File: src/rtl/spi_timing_pkg.sv
package spi_timing_pkg;

   typedef enum logic [2:0] {
      ST_IDLE,
      ST_LEAD,
      ST_SHIFT,
      ST_FEND,
      ST_FGAP,
      ST_TRAIL,
      ST_CSGAP
   } seq_state_e;

endpackage

File: src/rtl/spi_tick_gen.sv
module spi_tick_gen #(
   parameter int DIV_W = 12
) (
   input  logic             clk_i,
   input  logic             rst_ni,
   input  logic [DIV_W-1:0] div_i,
   input  logic             restart_i,
   output logic             tick_o
);

   logic [DIV_W-1:0] cnt_q;

   // >= keeps the period sane when the divisor is lowered mid-count
   assign tick_o = (cnt_q >= div_i);

   always_ff @(posedge clk_i) begin
      if (!rst_ni)                  cnt_q <= '0;
      else if (restart_i || tick_o) cnt_q <= '0;
      else                          cnt_q <= cnt_q + 1'b1;
   end

   p_tick_restart_r2: assert property (@(posedge clk_i) disable iff (!rst_ni)
      (restart_i && div_i != '0) |=> (!tick_o || div_i == '0));

endmodule

File: src/rtl/spi_frame_seq.sv
module spi_frame_seq import spi_timing_pkg::*; #(
   parameter int DLY_W = 8,
   parameter int LEN_W = 4
) (
   input  logic             clk_i,
   input  logic             rst_ni,
   input  logic             tick_i,
   input  logic             start_i,
   input  logic             tx_empty_i,
   input  logic             hold_i,
   input  logic [DLY_W-1:0] lead_i,
   input  logic [DLY_W-1:0] trail_i,
   input  logic [DLY_W-1:0] csgap_i,
   input  logic [DLY_W-1:0] fgap_i,
   input  logic [LEN_W-1:0] len_i,
   output logic             shifting_o,
   output logic             edge_odd_o,
   output logic             eof_o,
   output logic             eof_d_o,
   output logic             busy_o,
   output logic             inactive_o
);

   localparam int CNT_W = (DLY_W > LEN_W + 2) ? DLY_W : LEN_W + 2;

   seq_state_e       state_q, state_d;
   logic [CNT_W-1:0] cnt_q, cnt_last;
   logic [LEN_W:0]   nbits;
   logic             pend_q, done;

   function automatic logic [CNT_W-1:0] last_of(input logic [DLY_W-1:0] d);
      return (d == '0) ? '0 : CNT_W'(d) - CNT_W'(1);
   endfunction

   assign nbits = (len_i == '0) ? {1'b1, {LEN_W{1'b0}}} : {1'b0, len_i};

   always_comb begin
      case (state_q)
         ST_LEAD:  cnt_last = last_of(lead_i);
         ST_SHIFT: cnt_last = CNT_W'({nbits, 1'b0}) - CNT_W'(1);
         ST_FGAP:  cnt_last = last_of(fgap_i);
         ST_TRAIL: cnt_last = last_of(trail_i);
         ST_CSGAP: cnt_last = last_of(csgap_i);
         default:  cnt_last = '0;
      endcase
   end

   assign done = (cnt_q == cnt_last);

   always_comb begin
      state_d = state_q;
      case (state_q)
         ST_IDLE:  if (pend_q || start_i) state_d = ST_LEAD;
         ST_LEAD:  if (done) state_d = ST_SHIFT;
         ST_SHIFT: if (done) state_d = ST_FEND;
         ST_FEND: begin
            if (!tx_empty_i && hold_i)
               state_d = (fgap_i != '0) ? ST_FGAP : ST_SHIFT;
            else
               state_d = ST_TRAIL;
         end
         ST_FGAP:  if (done) state_d = ST_SHIFT;
         ST_TRAIL: if (done) state_d = ST_CSGAP;
         ST_CSGAP: if (done) state_d = tx_empty_i ? ST_IDLE : ST_LEAD;
         default:  state_d = ST_IDLE;
      endcase
   end

   always_ff @(posedge clk_i) begin
      if (!rst_ni) begin
         state_q <= ST_IDLE;
         cnt_q   <= '0;
      end else if (tick_i) begin
         state_q <= state_d;
         cnt_q   <= (state_d != state_q || state_q == ST_IDLE) ? '0 : cnt_q + 1'b1;
      end
   end

   // a request is only taken while idle; one arriving mid-run is dropped
   always_ff @(posedge clk_i) begin
      if (!rst_ni)                  pend_q <= 1'b0;
      else if (state_q != ST_IDLE)  pend_q <= 1'b0;
      else if (tick_i)              pend_q <= 1'b0;
      else if (start_i)             pend_q <= 1'b1;
   end

   assign shifting_o = tick_i && (state_q == ST_SHIFT);
   assign edge_odd_o = cnt_q[0];
   assign eof_o      = shifting_o && done;
   assign eof_d_o    = tick_i && (state_q == ST_FEND);
   assign busy_o     = (state_q != ST_IDLE);
   assign inactive_o = (state_q == ST_IDLE) || (state_q == ST_CSGAP);

   p_eof_single_r7: assert property (@(posedge clk_i) disable iff (!rst_ni)
      eof_o |=> !eof_o);
   p_eofd_outside_r7: assert property (@(posedge clk_i) disable iff (!rst_ni)
      eof_d_o |-> (busy_o && !shifting_o));
   p_inactive_quiet_r10: assert property (@(posedge clk_i) disable iff (!rst_ni)
      inactive_o |-> !shifting_o);

endmodule

File: src/rtl/spi_frame_timer.sv
module spi_frame_timer #(
   parameter int DIV_W = 12,
   parameter int DLY_W = 8,
   parameter int LEN_W = 4
) (
   input  logic             clk_i,
   input  logic             rst_ni,
   input  logic [DIV_W-1:0] div_i,
   input  logic             div_wr_i,
   input  logic [1:0]       mode_i,
   input  logic             cs_hold_i,
   input  logic [DLY_W-1:0] lead_i,
   input  logic [DLY_W-1:0] trail_i,
   input  logic [DLY_W-1:0] csgap_i,
   input  logic [DLY_W-1:0] fgap_i,
   input  logic [LEN_W-1:0] len_i,
   input  logic             start_i,
   input  logic             tx_empty_i,
   output logic             sclk_o,
   output logic             tick_o,
   output logic             shift_o,
   output logic             sample_o,
   output logic             eof_o,
   output logic             eof_d_o,
   output logic             busy_o,
   output logic             inactive_o
);

   initial begin
      assert (DIV_W >= 2) else $error("DIV_W too small");
      assert (DLY_W >= 1) else $error("DLY_W too small");
      assert (LEN_W >= 1 && LEN_W <= 8) else $error("LEN_W out of range");
   end

   logic tick, shifting, edge_odd, sck_lvl_q, shift_slot;

   spi_tick_gen #(.DIV_W(DIV_W)) u_tick (
      .clk_i     (clk_i),
      .rst_ni    (rst_ni),
      .div_i     (div_i),
      .restart_i (div_wr_i),
      .tick_o    (tick)
   );

   spi_frame_seq #(.DLY_W(DLY_W), .LEN_W(LEN_W)) u_seq (
      .clk_i      (clk_i),
      .rst_ni     (rst_ni),
      .tick_i     (tick),
      .start_i    (start_i),
      .tx_empty_i (tx_empty_i),
      .hold_i     (cs_hold_i),
      .lead_i     (lead_i),
      .trail_i    (trail_i),
      .csgap_i    (csgap_i),
      .fgap_i     (fgap_i),
      .len_i      (len_i),
      .shifting_o (shifting),
      .edge_odd_o (edge_odd),
      .eof_o      (eof_o),
      .eof_d_o    (eof_d_o),
      .busy_o     (busy_o),
      .inactive_o (inactive_o)
   );

   // even-numbered edges are leading; phase 0 shifts on trailing edges
   always_ff @(posedge clk_i) begin
      if (!rst_ni)       sck_lvl_q <= 1'b0;
      else if (shifting) sck_lvl_q <= ~sck_lvl_q;
   end

   assign shift_slot = edge_odd ^ mode_i[0];
   assign shift_o    = shifting && shift_slot;
   assign sample_o   = shifting && !shift_slot;
   assign sclk_o     = mode_i[1] ^ sck_lvl_q;
   assign tick_o     = tick;

   p_sclk_idle_r4: assert property (@(posedge clk_i) disable iff (!rst_ni)
      !busy_o |-> (sclk_o == mode_i[1]));
   p_sclk_on_tick_r1: assert property (@(posedge clk_i) disable iff (!rst_ni)
      (!tick_o && $stable(mode_i)) |=> $stable(sclk_o));
   p_strobe_excl_r3: assert property (@(posedge clk_i) disable iff (!rst_ni)
      !(shift_o && sample_o));
   p_idle_quiet_r10: assert property (@(posedge clk_i) disable iff (!rst_ni)
      !busy_o |-> (!shift_o && !sample_o));

endmodule

File: config.mk
export PLATFORM = sky130hd
export DESIGN_NAME = spi_frame_timer
export DESIGN_NICKNAME = d
export VERILOG_FILES = /design/src/rtl/spi_timing_pkg.sv /design/src/rtl/spi_tick_gen.sv /design/src/rtl/spi_frame_seq.sv /design/src/rtl/spi_frame_timer.sv
export SDC_FILE = /design/constraint.sdc
export NUM_CORES = 1
export LEC_CHECK = 0
export BUFFER_PORTS_ARGS = -buffer_cell sky130_fd_sc_hd__clkbuf_2
export CAP_MARGIN = 0
export CORE_ASPECT_RATIO = 1.25
export CORE_MARGIN = 2
export CORE_UTILIZATION = 55
export CTS_CLUSTER_DIAMETER = 80
export DETAILED_ROUTE_END_ITERATION = 6
export PLACE_DENSITY = 0.77
export SLEW_MARGIN = 20
export SYNTH_ARGS = -nofsm -noshare
export SYNTH_HDL_FRONTEND = slang
export SYNTH_SLANG_ARGS = --single-unit
File: constraint.sdc
create_clock -name clk_i -period 4.26 [get_ports clk_i]
set_input_delay 0.426 -clock clk_i [delete_from_list [all_inputs] [get_ports clk_i]]
set_output_delay 0.426 -clock clk_i [all_outputs]
set_load 0.02 [all_outputs]
==> results.md <==
- The placement row count is 28.
- The number of buffers inserted for hold repair after clock tree synthesis is 0.
- For this run, the total global-route usage over all layers was measured as 24.2%.
- The via count of the first global-routing pass came to 2661.
- CTS built an H-tree with a depth of 1.
- The complex-gate fraction of the synthesized area is 24.0%.
- The synthesized design devotes to its leading area cell type 18.0% of total area.
- The number of standard cells in the final layout excluding fillers is 469.
- The run finished with clean final reports.
- The largest fanout on the critical path is 20.
- The total of fill cells in the finished design is 465.
- The total standard cell area after synthesis is 2790 sq um.
- Gates resized during post-CTS repair numbered 0.
- For the worst setup path, the data arrival time is 3310 ps.
- During I/O placement, the number of pins put on the boundary was 64.
- At the pin with the least slew margin, the transition time is 677 ps.
- For this run, the leading register cell type out of synthesis is dfxtp_1.
- In the synthesized netlist the async set-or-reset flop fraction comes to 0%.
- For this run, the post-layout net count is 489.
- Summing the sequential cell areas from Yosys gives 18.0% of the chip area.
- After synthesis the netlist holds a flip-flop and latch count of 25.
- After Yosys synthesis, XOR and XNOR cells account for 10.1% of the synthesized area.
- The worst-skew pair later-pin latency is 270 ps.
- The data required time at the worst endpoint is 3830 ps.
- The most frequent cell after synthesis is inv_1.
- The global-route wire length before repair is 11000 microns.
- In this run, CTS created clock tree buffers numbering 3.
- The worst setup path is launched from a register.
- The maximum achievable frequency is 268 MHz.
- The peak ir drop on the vdd network is 0.160 mV.
- Final hold analysis gives a worst-case slack of 457 ps.
- The effective utilization at floorplan is 58.0%.
- The diode insertion count for antenna repair is 0.
- The final critical path takes up 87.7% of the cycle.
- The die covers 5650 sq um.
- The clock drives 25 sinks.
- The synthesized netlist devotes 28.6% of its cell area to simple gates.
- The final design utilization is 65.5%.
- Setup repair after global routing left no endpoint under its margin.
- The total count of max-transition violations in the final report was 0.
- The number of different library cells used by synthesis comes to 68.
- The analysis attributes to cell leakage a power of 1.42 nW.
- In the final routed layout, each cell accounts on average for 14.2 microns.
- Yosys printed 0 warnings.
- The violation count after the first detailed-route iteration is 141.
- The post-route netlist has 22.2% of its cells at a drive strength greater than 1.
- The setup clock skew after layout is 6.28 ps.
- The total vias in the final route is 2792.
- Setup total negative slack on the finished layout was measured at 0 ps.
- TritonCTS built the clock tree.
- Across the run, the number of max-cap violations was 0.
- No sink is reached through more buffers than the 2 on the longest clock path.
- The count of nets left with antenna violations once routing finished came out at 0.
- The total setup violations reported at the end of the flow is 0.
- The die boundary height is 83.6 microns.
- Summing the areas of all fa, ha and maj instances in the mapped netlist gives 10.3% of the synthesized area.
- Global routing finished with a remaining overflow of 0.
- The library cell with the largest summed area after synthesis is dfxtp_1.
- In this run the clock root is driven by a clkbuf_8.
- The multiplexer area fraction after synthesis is 1.08%.
- Yosys attributes the largest share of cell area to dfxtp_1 18%, ha_1 10%, xnor2_1 5.3%, inv_1 4.7%, xor2_1 4.7%.
- The count of placed standard cells including taps is 465.
- Buffers placed on the I/O ports in this run total 63.
- The initial antenna violation count is 0.
- The number of remaining DRC errors is 0.
- The core area is 4800 sq um.
- After synthesis, the largest family of logic cells by area is simple AND/OR/NAND/NOR gates.
- The buffers inserted during post-CTS setup optimization is 0.
- The final weighted congestion in routability-driven placement is 0.866.
- The final hold violation count was 0.
- The first-pass detailed-route iteration total is 4.
- Counting flops with a built-in enable in the synthesized netlist gives 0.
- The largest net degree at the start of global routing is 26.
- By count the netlist is led by 35 x inv_1, 34 x nor2_1, 25 x dfxtp_1.
- The headroom to the max-slew limit is 54.2%.
- The layout overhead on the synthesized area is 12.8%.
- After detailed routing, the total wire length is 6680 microns.
- The number of nets handed over by synthesis was 430.
- The min-delay analysis places its worst path in the category in -> reg.
- The cell count after synthesis is 351.
- A synthesized cell averages 7.93 sq um.
- The critical path is of the reg -> out type.
- The kind of end point of the critical path is an output port.
- The die width is 67.7 microns.
- The clock-pin slew of the registers on the worst-case setup and hold paths is 80 ps.
- The power density over the cells is 156 nW/um^2.
- Dividing the detail-routed via count by the number of cells gives 5.95.
- The worst path needs 3740 ps of the cycle, external delays included.
- The total half-perimeter wirelength after legalization and detailed placement is 5470 microns.
-- flip-flops by register name, indices dropped and copies added (netlist names) --
signal         cells
u_seq.pend_q       1
u_seq.state_q      3
u_seq.cnt_q        8
u_tick.cnt_q      12
sck_lvl_q          1
-- power by group --
group | switching, mW | total (mW) | internal, mW
registers | 0.00126 | 0.236 | 0.235
logic | 0.0612 | 0.110 | 0.0489
clock network | 0.0764 | 0.143 | 0.0663
total | 0.139 | 0.489 | 0.350
-- final timing paths --
check | to | depth (start not counted) | from | slack, ps
setup / recovery | eof_o | 8 | u_seq.state_q[0]$_SDFFE_PN0N_ | 520
hold / removal | u_seq.cnt_q[0]$_SDFFE_PN0N_ | 3 | rst_ni | 460
setup reg to reg | u_seq.cnt_q[1]$_SDFFE_PN0N_ | 8 | u_seq.state_q[0]$_SDFFE_PN0N_ | 820
hold reg to reg | u_tick.cnt_q[0]$_SDFF_PP0_ | 1 | u_tick.cnt_q[0]$_SDFF_PP0_ | 510
-- layout make-up --
| cell class | instances | area (sq um) | share of cell area, % |
|---|---|---|---|
| flip-flops and latches | 25 | 500 | 15.9 |
| well taps | 60 | 75.1 | 2.39 |
| multi-input cells | 281 | 2060 | 65.7 |
| repair buffers | 64 | 323 | 10.3 |
| clock inverters | 1 | 7.51 | 0.239 |
| clock buffers | 3 | 41.3 | 1.31 |
| inverters | 35 | 131 | 4.18 |
-- logic make-up (layout without fill, tap and decap cells) --
group / after synthesis / count (layout)
compound gates: 86 / 86
xor+xnor: 32 / 32
buf+inv: 45 / 103
flops: 25 / 25
simple gates: 137 / 137
fa+ha+maj: 23 / 23
mux: 3 / 3
-- critical path: stages (launching register included) --
cell and delay, ps:
dfxtp_1 670, nor3b_1 240, nor4b_1 210, a311o_1 380
or4_4 510, a2111oi_4 570, nand2_1 150, nor2_1 120
clkbuf_2 180
-- per-layer routing --
metal  share of wire [%]  vias up  GRT usage (%)
met5                   0        -              0
met4                 4.5        0           11.9
met3                 4.6       25           2.02
met2                  50       85           42.9
met1                  41     1256           27.8
li1                    -     1426              -
-- cell usage in the layout, fill, tap and decap left out, drive strengths merged, types with 8 or more instances in the layout --
cell type / instances
inv: 35
xor2: 15
or3: 9
nor2: 34
nor3b: 8
nand3: 8
o21ai: 11
and3: 9
dfxtp: 25
xnor2: 17
o22ai: 8
nor3: 9
nor4: 9
or4: 9
clkbuf: 66
nand2: 15
ha: 23
a21oi: 17
-- stage by stage --
step	cell area [sq um]	total power, mW	setup WS [ps]
3_3_place_gp	3090	0.348	669
6_report	3140	0.489	524
4_1_cts	3140	0.492	550
5_1_grt	3140	0.517	186
3_5_place_dp	3090	0.351	615
2_1_floorplan	2790	0.299	996
No activity file was read; power rests on OpenSTA's default activity.
